[src/rtl/rbb_pkg.sv]
// Package: shared constants and types for the windowed ROM bridge.
// Assumes a 32-bit host data path split into four byte lanes.
package rbb_pkg;
    localparam logic [4:0] BANK_CMD_CODE = 5'b00001;
    localparam logic [7:0] RX_FULL_MODE  = 8'h06;
    localparam logic [1:0] DW_CFG        = 2'd0;
    localparam logic [1:0] DW_ADDR       = 2'd1;
    localparam logic [1:0] DW_DATA       = 2'd2;
    localparam logic [1:0] DW_CMD        = 2'd3;

    typedef enum logic [1:0] {
        SEQ_IDLE  = 2'd0,
        SEQ_WRITE = 2'd1,
        SEQ_READ  = 2'd2
    } seq_state_t;
endpackage

[src/rtl/rbb_bank_sel.sv]
// Bank selector: holds the current window bank. Changes it only when a
// bank command carries the expected command code. Assumes sel_wr is
// already qualified by the host decode.
module rbb_bank_sel #(
    parameter int BANK_W = 3
) (
    input  logic              clk,
    input  logic              rst_n,
    input  logic              sel_wr,
    input  logic [4:0]        sel_code,
    input  logic [BANK_W-1:0] sel_bank,
    output logic [BANK_W-1:0] bank
);
    import rbb_pkg::*;

    // Bank register update on a valid command
    always_ff @(posedge clk) begin
        if (!rst_n)
            bank <= '0;
        else if (sel_wr && sel_code == BANK_CMD_CODE)
            bank <= sel_bank;
    end

    AST_BANK_CMD_ONLY: assert property (@(posedge clk) disable iff (!rst_n)
        !(sel_wr && sel_code == BANK_CMD_CODE) |=> $stable(bank));
endmodule

[src/rtl/rbb_regfile.sv]
// Register file: the ROM address latch and the configuration word, both
// written per byte lane. Assumes the write strobes are mutually exclusive.
module rbb_regfile #(
    parameter int LANES = 4
) (
    input  logic               clk,
    input  logic               rst_n,
    input  logic               addr_wr,
    input  logic               cfg_wr,
    input  logic [LANES-1:0]   be,
    input  logic [8*LANES-1:0] wdata,
    output logic [8*LANES-1:0] addr_q,
    output logic [8*LANES-1:0] cfg_q
);
    for (genvar i = 0; i < LANES; i++) begin : g_lane
        // Address latch byte lane
        always_ff @(posedge clk) begin
            if (!rst_n)
                addr_q[8*i +: 8] <= '0;
            else if (addr_wr && be[i])
                addr_q[8*i +: 8] <= wdata[8*i +: 8];
        end

        // Configuration word byte lane
        always_ff @(posedge clk) begin
            if (!rst_n)
                cfg_q[8*i +: 8] <= '0;
            else if (cfg_wr && be[i])
                cfg_q[8*i +: 8] <= wdata[8*i +: 8];
        end
    end

    AST_ONE_REG_WRITE: assert property (@(posedge clk) disable iff (!rst_n)
        !(addr_wr && cfg_wr));
endmodule

[src/rtl/rbb_rom_seq.sv]
// ROM strobe sequencer: issues one write-enable pulse of WE_CYCLES or one
// output-enable pulse of RD_CYCLES. done is high in the last strobe cycle.
// Assumes start_wr and start_rd are only raised while idle.
module rbb_rom_seq #(
    parameter int WE_CYCLES = 4,
    parameter int RD_CYCLES = 3
) (
    input  logic       clk,
    input  logic       rst_n,
    input  logic       start_wr,
    input  logic       start_rd,
    input  logic [7:0] wbyte,
    output logic       rom_we,
    output logic       rom_oe,
    output logic [7:0] rom_wdata,
    output logic       busy,
    output logic       done,
    output logic       rd_done
);
    import rbb_pkg::*;

    localparam int MAXC = (WE_CYCLES > RD_CYCLES) ? WE_CYCLES : RD_CYCLES;
    localparam int CW   = $clog2(MAXC + 1);

    seq_state_t    state;
    logic [CW-1:0] cnt;
    logic [15:0]   chk_we_len;
    logic [15:0]   chk_oe_len;

    assign busy    = (state != SEQ_IDLE);
    assign done    = busy && (cnt == '0);
    assign rd_done = (state == SEQ_READ) && (cnt == '0);

    // Strobe state machine and cycle counter
    always_ff @(posedge clk) begin
        if (!rst_n) begin
            state     <= SEQ_IDLE;
            cnt       <= '0;
            rom_we    <= 1'b0;
            rom_oe    <= 1'b0;
            rom_wdata <= '0;
        end else begin
            case (state)
                SEQ_IDLE: begin
                    if (start_wr) begin
                        state     <= SEQ_WRITE;
                        cnt       <= CW'(WE_CYCLES - 1);
                        rom_we    <= 1'b1;
                        rom_wdata <= wbyte;
                    end else if (start_rd) begin
                        state  <= SEQ_READ;
                        cnt    <= CW'(RD_CYCLES - 1);
                        rom_oe <= 1'b1;
                    end
                end
                SEQ_WRITE, SEQ_READ: begin
                    if (cnt == '0) begin
                        state  <= SEQ_IDLE;
                        rom_we <= 1'b0;
                        rom_oe <= 1'b0;
                    end else begin
                        cnt <= cnt - CW'(1);
                    end
                end
                default: state <= SEQ_IDLE;
            endcase
        end
    end

    // Checker counters: length of the current strobe run
    always_ff @(posedge clk) begin
        if (!rst_n) begin
            chk_we_len <= '0;
            chk_oe_len <= '0;
        end else begin
            chk_we_len <= rom_we ? chk_we_len + 16'd1 : 16'd0;
            chk_oe_len <= rom_oe ? chk_oe_len + 16'd1 : 16'd0;
        end
    end

    AST_ONE_STROBE: assert property (@(posedge clk) disable iff (!rst_n)
        !(rom_we && rom_oe));
    AST_WDATA_STABLE: assert property (@(posedge clk) disable iff (!rst_n)
        (rom_we && $past(rom_we)) |-> $stable(rom_wdata));
    AST_WE_LENGTH: assert property (@(posedge clk) disable iff (!rst_n)
        $fell(rom_we) |-> (chk_we_len == 16'(WE_CYCLES)));
    AST_OE_LENGTH: assert property (@(posedge clk) disable iff (!rst_n)
        $fell(rom_oe) |-> (chk_oe_len == 16'(RD_CYCLES)));
endmodule

[src/rtl/rombank_bridge.sv]
// Windowed register bank ROM bridge: decodes host accesses to a 16-byte
// window, routes them to the bank selector, the register file or the ROM
// strobe sequencer, and applies the receiver-mode range gate.
// Assumes host_req stays high until host_ack and NUM_BANKS >= 4.
module rombank_bridge #(
    parameter int NUM_BANKS = 8,
    parameter int ROM_AW    = 17,
    parameter int LIMIT_AW  = 16,
    parameter int WE_CYCLES = 4,
    parameter int RD_CYCLES = 3
) (
    input  logic              clk,
    input  logic              rst_n,
    input  logic              host_req,
    input  logic              host_wr,
    input  logic [1:0]        host_dw,
    input  logic [3:0]        host_be,
    input  logic [31:0]       host_wdata,
    output logic [31:0]       host_rdata,
    output logic              host_ack,
    output logic [ROM_AW-1:0] rom_addr,
    output logic [7:0]        rom_wdata,
    input  logic [7:0]        rom_rdata,
    output logic              rom_we,
    output logic              rom_oe
);
    import rbb_pkg::*;

    localparam int BANK_W = $clog2(NUM_BANKS);

    logic [BANK_W-1:0] bank;
    logic [31:0]       addr_q;
    logic [31:0]       cfg_q;
    logic              seq_busy, seq_done, seq_rd_done;
    logic              accept, in_b0, in_b3;
    logic              hit_cmd, hit_addr, hit_data, hit_cfg;
    logic              full_mode, beyond, rom_ok;
    logic              start_wr, start_rd, rom_op;
    logic              sel_wr, addr_wr, cfg_wr;
    logic [31:0]       rd_mux;
    logic              ack_q;
    logic [31:0]       rdata_q;

    // Host decode and range gate
    always_comb begin
        accept    = host_req && !seq_busy && !ack_q;
        in_b0     = (bank == BANK_W'(0));
        in_b3     = (bank == BANK_W'(3));
        hit_cmd   = (host_dw == DW_CMD) && (host_be == 4'b1100);
        hit_addr  = in_b0 && (host_dw == DW_ADDR);
        hit_data  = in_b0 && (host_dw == DW_DATA) && (host_be == 4'b0001);
        hit_cfg   = in_b3 && (host_dw == DW_CFG);
        full_mode = (cfg_q[27:20] == RX_FULL_MODE);
        beyond    = |addr_q[ROM_AW-1:LIMIT_AW];
        rom_ok    = full_mode || !beyond;
        start_wr  = accept && host_wr && hit_data && rom_ok;
        start_rd  = accept && !host_wr && hit_data && rom_ok;
        rom_op    = start_wr || start_rd;
        sel_wr    = accept && host_wr && hit_cmd;
        addr_wr   = accept && host_wr && hit_addr;
        cfg_wr    = accept && host_wr && hit_cfg;
    end

    // Read data selection for register-level reads
    always_comb begin
        rd_mux = '0;
        if (host_dw == DW_CMD)
            rd_mux = {{(16 - BANK_W){1'b0}}, bank, 16'h0000};
        else if (hit_addr)
            rd_mux = addr_q;
        else if (hit_cfg)
            rd_mux = cfg_q;
        else if (hit_data)
            rd_mux = 32'h0000_00FF;
    end

    // Acknowledge pulse and read data register
    always_ff @(posedge clk) begin
        if (!rst_n) begin
            ack_q   <= 1'b0;
            rdata_q <= '0;
        end else begin
            ack_q <= (accept && !rom_op) || seq_done;
            if (accept && !host_wr && !rom_op)
                rdata_q <= rd_mux;
            else if (seq_rd_done)
                rdata_q <= {24'h0, rom_rdata};
        end
    end

    assign host_ack   = ack_q;
    assign host_rdata = rdata_q;
    assign rom_addr   = addr_q[ROM_AW-1:0];

    rbb_bank_sel #(.BANK_W(BANK_W)) u_bank (
        .clk      (clk),
        .rst_n    (rst_n),
        .sel_wr   (sel_wr),
        .sel_code (host_wdata[31:27]),
        .sel_bank (host_wdata[16 +: BANK_W]),
        .bank     (bank)
    );

    rbb_regfile #(.LANES(4)) u_regs (
        .clk     (clk),
        .rst_n   (rst_n),
        .addr_wr (addr_wr),
        .cfg_wr  (cfg_wr),
        .be      (host_be),
        .wdata   (host_wdata),
        .addr_q  (addr_q),
        .cfg_q   (cfg_q)
    );

    rbb_rom_seq #(.WE_CYCLES(WE_CYCLES), .RD_CYCLES(RD_CYCLES)) u_seq (
        .clk       (clk),
        .rst_n     (rst_n),
        .start_wr  (start_wr),
        .start_rd  (start_rd),
        .wbyte     (host_wdata[7:0]),
        .rom_we    (rom_we),
        .rom_oe    (rom_oe),
        .rom_wdata (rom_wdata),
        .busy      (seq_busy),
        .done      (seq_done),
        .rd_done   (seq_rd_done)
    );

    AST_GATE_LIMIT: assert property (@(posedge clk) disable iff (!rst_n)
        (rom_we || rom_oe) |-> (full_mode || !beyond));
    AST_ADDR_STABLE: assert property (@(posedge clk) disable iff (!rst_n)
        ((rom_we || rom_oe) && $past(rom_we || rom_oe)) |-> $stable(rom_addr));
    AST_ACK_PULSE: assert property (@(posedge clk) disable iff (!rst_n)
        host_ack |=> !host_ack);
    AST_ACK_AFTER_STROBE: assert property (@(posedge clk) disable iff (!rst_n)
        host_ack |-> (!rom_we && !rom_oe));
endmodule

[config.mk]
export PLATFORM = sky130hd
export DESIGN_NAME = rombank_bridge
export DESIGN_NICKNAME = d
export VERILOG_FILES = /design/src/rtl/rbb_pkg.sv /design/src/rtl/rbb_bank_sel.sv /design/src/rtl/rbb_regfile.sv /design/src/rtl/rbb_rom_seq.sv /design/src/rtl/rombank_bridge.sv
export SDC_FILE = /design/constraint.sdc
export NUM_CORES = 1
export LEC_CHECK = 0
export BUFFER_PORTS_ARGS = -buffer_cell sky130_fd_sc_hd__buf_4
export CORE_ASPECT_RATIO = 0.5
export CORE_MARGIN = 2
export CORE_UTILIZATION = 50
export DETAILED_ROUTE_END_ITERATION = 10
export GPL_ROUTABILITY_DRIVEN = 0
export PLACE_DENSITY_LB_ADDON = 0.25
export SYNTH_ARGS = -nofsm -noshare
export SYNTH_HDL_FRONTEND = slang
export SYNTH_HIERARCHICAL = 1
export SYNTH_SLANG_ARGS = --single-unit
export TNS_END_PERCENT = 20
[constraint.sdc]
create_clock -name clk -period 3.3 [get_ports clk]
set_clock_uncertainty 0.2 [all_clocks]
set_input_delay 0 -clock clk [delete_from_list [all_inputs] [get_ports clk]]
set_output_delay 0 -clock clk [all_outputs]
set_load 0.1 [all_outputs]
==> metrics.csv <==
stage,metric,value,unit
run_status,outcome,"finished, final reports clean",
synth,synth-adder-area-share,0.01319,
setup_path,end_kind,flip-flop,
floorplanning,die_w,154.9,um
grt,grt_pass1_vias,5113,
setup_path,required,3.43,ns
cts,cts_hold_buf,68,
sta,setup_tns,0,ns
setup_path,crit_arrival,3.21,ns
layout,final_layout_size_suffix_gt1_frac,0.3195,
placed_design,pre_cts_slack,0.5608,ns
power,irDropWorstVdd,374.0,uV
hold_path,hp-class,input port to flip-flop,
cts,cts_setup_buffers,0,
power,clockPowerShare,0.533,
floorplanning,die_h,79.45,um
power,powerDensity,501.0,nW/um^2
cts,clock_latency,0.40,ns
synth,synth_edf_count,0,
detailed_routing,via_per_inst,5.732,
sta,finalCriticalPeriod,3.082,ns
power,netSwitchingPower,0.8950,mW
power,p_seq_frac,0.367,
synth,yosys_warnings,6,
run,drv_cap,0,
detailed_routing,drtAntennaViolNets,0,
synth,muxShareOfSynthArea,0.02286,
synth,synth-simple-area-share,0.2433,
detailed_routing,dr.first_iter.drc_count,311,
grt,gr-usage-all-layers,0.2624,
sta,worst_slack,0.2176,ns
synth,ys.flop_type,dfxtp_1,
layout,n_fill_cell,857,
cts,cts_resized,0,
detailed_routing,dr.pass1.iters,5,
synth,ys_seq_area_frac,0.4044,
sta,max_freq,324.4,MHz
detailed_routing,via_count,5388,
sta,tightest_slew,0.7452,ns
setup_path,reg2reg_slack,0.22,ns
cts,cts_made_buffers,17,
cts,cts_max_path_buffers,2,
detailed_routing,wl_per_cell,16.84,um
floorplanning,pin_count,110,
placed_design,port_buffers,109,
sta,setup_viol,0,
floorplanning,initial_core_util,0.5153,
setup_path,path_class,flip-flop to flip-flop,
power,p_leak,2.968,nW
detailed_routing,drc,0,
cts,cts_tree,yes,
synth,synth_compound_area_frac,0.2325,
setup_path,crit_path_start_kind,flip-flop,
sta,finalMaxSlewViolations,0,
synth,synth_top_family_by_area,simple AND/OR/NAND/NOR gates,
floorplanning,rows,27,
sta,rsz0062_at_grt,false,
layout,syn_to_final_growth,35.19,%
placed_design,dp_hpwl,9633,um
grt,antenna_found_initial,0,
grt,overflow,0,
synth,synth_cells,637,
sta,finalHoldViolations,0,
cts,cts.sinks,115,
floorplanning,die-area,12310,sq um
power,swShare,0.2321,
cts,h-tree-depth,4,
layout,n_antenna_cell,0,
synth,synth-seq-cells,115,
detailed_routing,wirelength,15830,um
synth,synth_cell_type_count,52,
synth,synthArstFlopShare,0,
setup_path,path_max_fanout,4,
cts,path_clk_slew,0.06,ns
layout,fin_nets,840,
synth,syn_area_per_cell,8.937,sq um
cts,clock-root-buffer,clkbuf_16,
sta,final.period_utilization,0.9340,
floorplanning,coreArea,11050,sq um
synth,netlist_area,5693,sq um
sta,maxSlewHeadroom,0.4994,
synth,syn-num-nets,693,
grt,grt_pass1_wl,25560,um
power,combinationalPowerShare,0.100,
grt,grt_max_degree,65,
synth,synth_xor_area_frac,0,
power,p_int,2.961,mW
[power by group through the flow]
stage	sequential, mW	combinational, mW	clock [mW]
2_1_floorplan	1.53	0.147	0
3_3_place_gp	1.44	0.332	0
3_5_place_dp	1.44	0.333	0
4_1_cts	1.41	0.381	2.07
5_1_grt	1.42	0.410	2.14
6_report	1.41	0.386	2.05
[critical path: stages, from the launching register on]
cell	delay, ns
dfxtp_1	0.31
inv_1	0.11
ha_1	0.23
inv_1	0.06
or3b_1	0.41
inv_1	0.09
nand2_1	0.14
nor4_1	0.27
nand4bb_1	0.18
nor3_4	0.14
dlygate4sd3_1	0.68
mux2i_1	0.21
[Yosys cell counts (8+ instances only)]
cell type / instances / share of area
buf_2: 18 / 0.016
o21ai_2: 64 / 0.098
o31ai_1: 20 / 0.026
a21boi_0: 8 / 0.011
dfxtp_1: 115 / 0.40
o22ai_1: 10 / 0.011
buf_6: 17 / 0.034
buf_4: 14 / 0.018
and2_4: 8 / 0.012
nor2_1: 25 / 0.016
o31ai_2: 11 / 0.024
nand3_1: 31 / 0.027
a21oi_1: 28 / 0.025
nand4_1: 65 / 0.071
nand2_1: 99 / 0.065
o21ai_0: 16 / 0.014
inv_1: 10 / 0.0066
clkbuf_1: 10 / 0.0066
mux2_2: 8 / 0.016
[stage by stage]
| step | utilization | instances | hold slack [ns] | instance area (sq um) | power [mW] |
|---|---|---|---|---|---|
| CTS | 0.6967 | 940 | 0.1828 | 7696 | 3.870 |
| finish | 0.6967 | 940 | 0.1858 | 7696 | 3.856 |
| global route | 0.6967 | 940 | 0.1966 | 7696 | 3.969 |
| global placement | 0.5761 | 842 | 0.05653 | 6364 | 1.776 |
| floorplan | - | 637 | -0.05789 | 5693 | 1.677 |
| detailed placement | 0.5761 | 842 | 0.05866 | 6364 | 1.776 |
[state kept, by name, summed over array words and instances (netlist names), 2 cells and up]
| signal | cells |
|---|---|
| u_seq/state | 2 |
| host_rdata | 32 |
| u_seq/cnt | 3 |
| u_bank/bank | 3 |
| u_regs/addr_q | 32 |
| u_seq/rom_wdata | 8 |
| u_regs/cfg_q | 32 |
[cells in the final DEF, fill, tap and decap left out, types with 3 or more instances in the layout]
master         count
o21ai_0           16
o31ai_2           11
bufinv_16          6
nor2_1            24
o31ai_1           20
dfxtp_1          115
nor3_1             3
clkbuf_16         17
dlygate4sd3_1     68
nand2_1           99
clkinv_2           4
and3_1             3
nand3_1           31
a21oi_1           28
a21boi_0           8
nor2b_1            5
mux2_2             8
and2_4             8
buf_4            120
o21ai_2           64
inv_1             10
ha_1               6
nand4_1           65
mux2i_1            4
o22ai_1           10
and2_1             4
[per-layer routing]
layer	GRT usage	part of all wire	vias to the layer above
li1	-	-	2613
met5	0	0	-
met4	0.1046	0.014	0
met2	0.4467	0.48	198
met3	0.04289	0.057	26
met1	0.3369	0.45	2551
[worst paths after layout]
path / endpoint / depth (start not counted) / from
hold / removal: u_regs/cfg_q[12] / 4 / host_wdata[12]
setup / recovery: u_bank/bank[1] / 11 / u_seq/state[0]
hold reg to reg: u_regs/cfg_q[15] / 2 / u_regs/cfg_q[15]
setup reg to reg: u_bank/bank[1] / 11 / u_seq/state[0]
[kinds of logic (layout without fill, tap and decap cells)]
family / after synthesis / in the layout
AOI/OAI and AO/OA: 171 / 171
buffers and inverters: 71 / 229
adders and majority gates: 6 / 6
muxes: 12 / 12
and+or+nand+nor: 262 / 262
DFF: 115 / 115
[cell type report]
type | instances | area [sq um] | share of cell area
tap | 145 | 181.4 | 0.02357
sequential | 115 | 2302 | 0.2991
inverter | 10 | 37.54 | 0.004877
clock buffer | 19 | 442.9 | 0.05755
clock inverter | 11 | 209.0 | 0.02715
timing repair buffer | 189 | 1602 | 0.2081
multi-input combinational | 451 | 2922 | 0.3796
No activity file was read; power rests on OpenSTA's default activity.
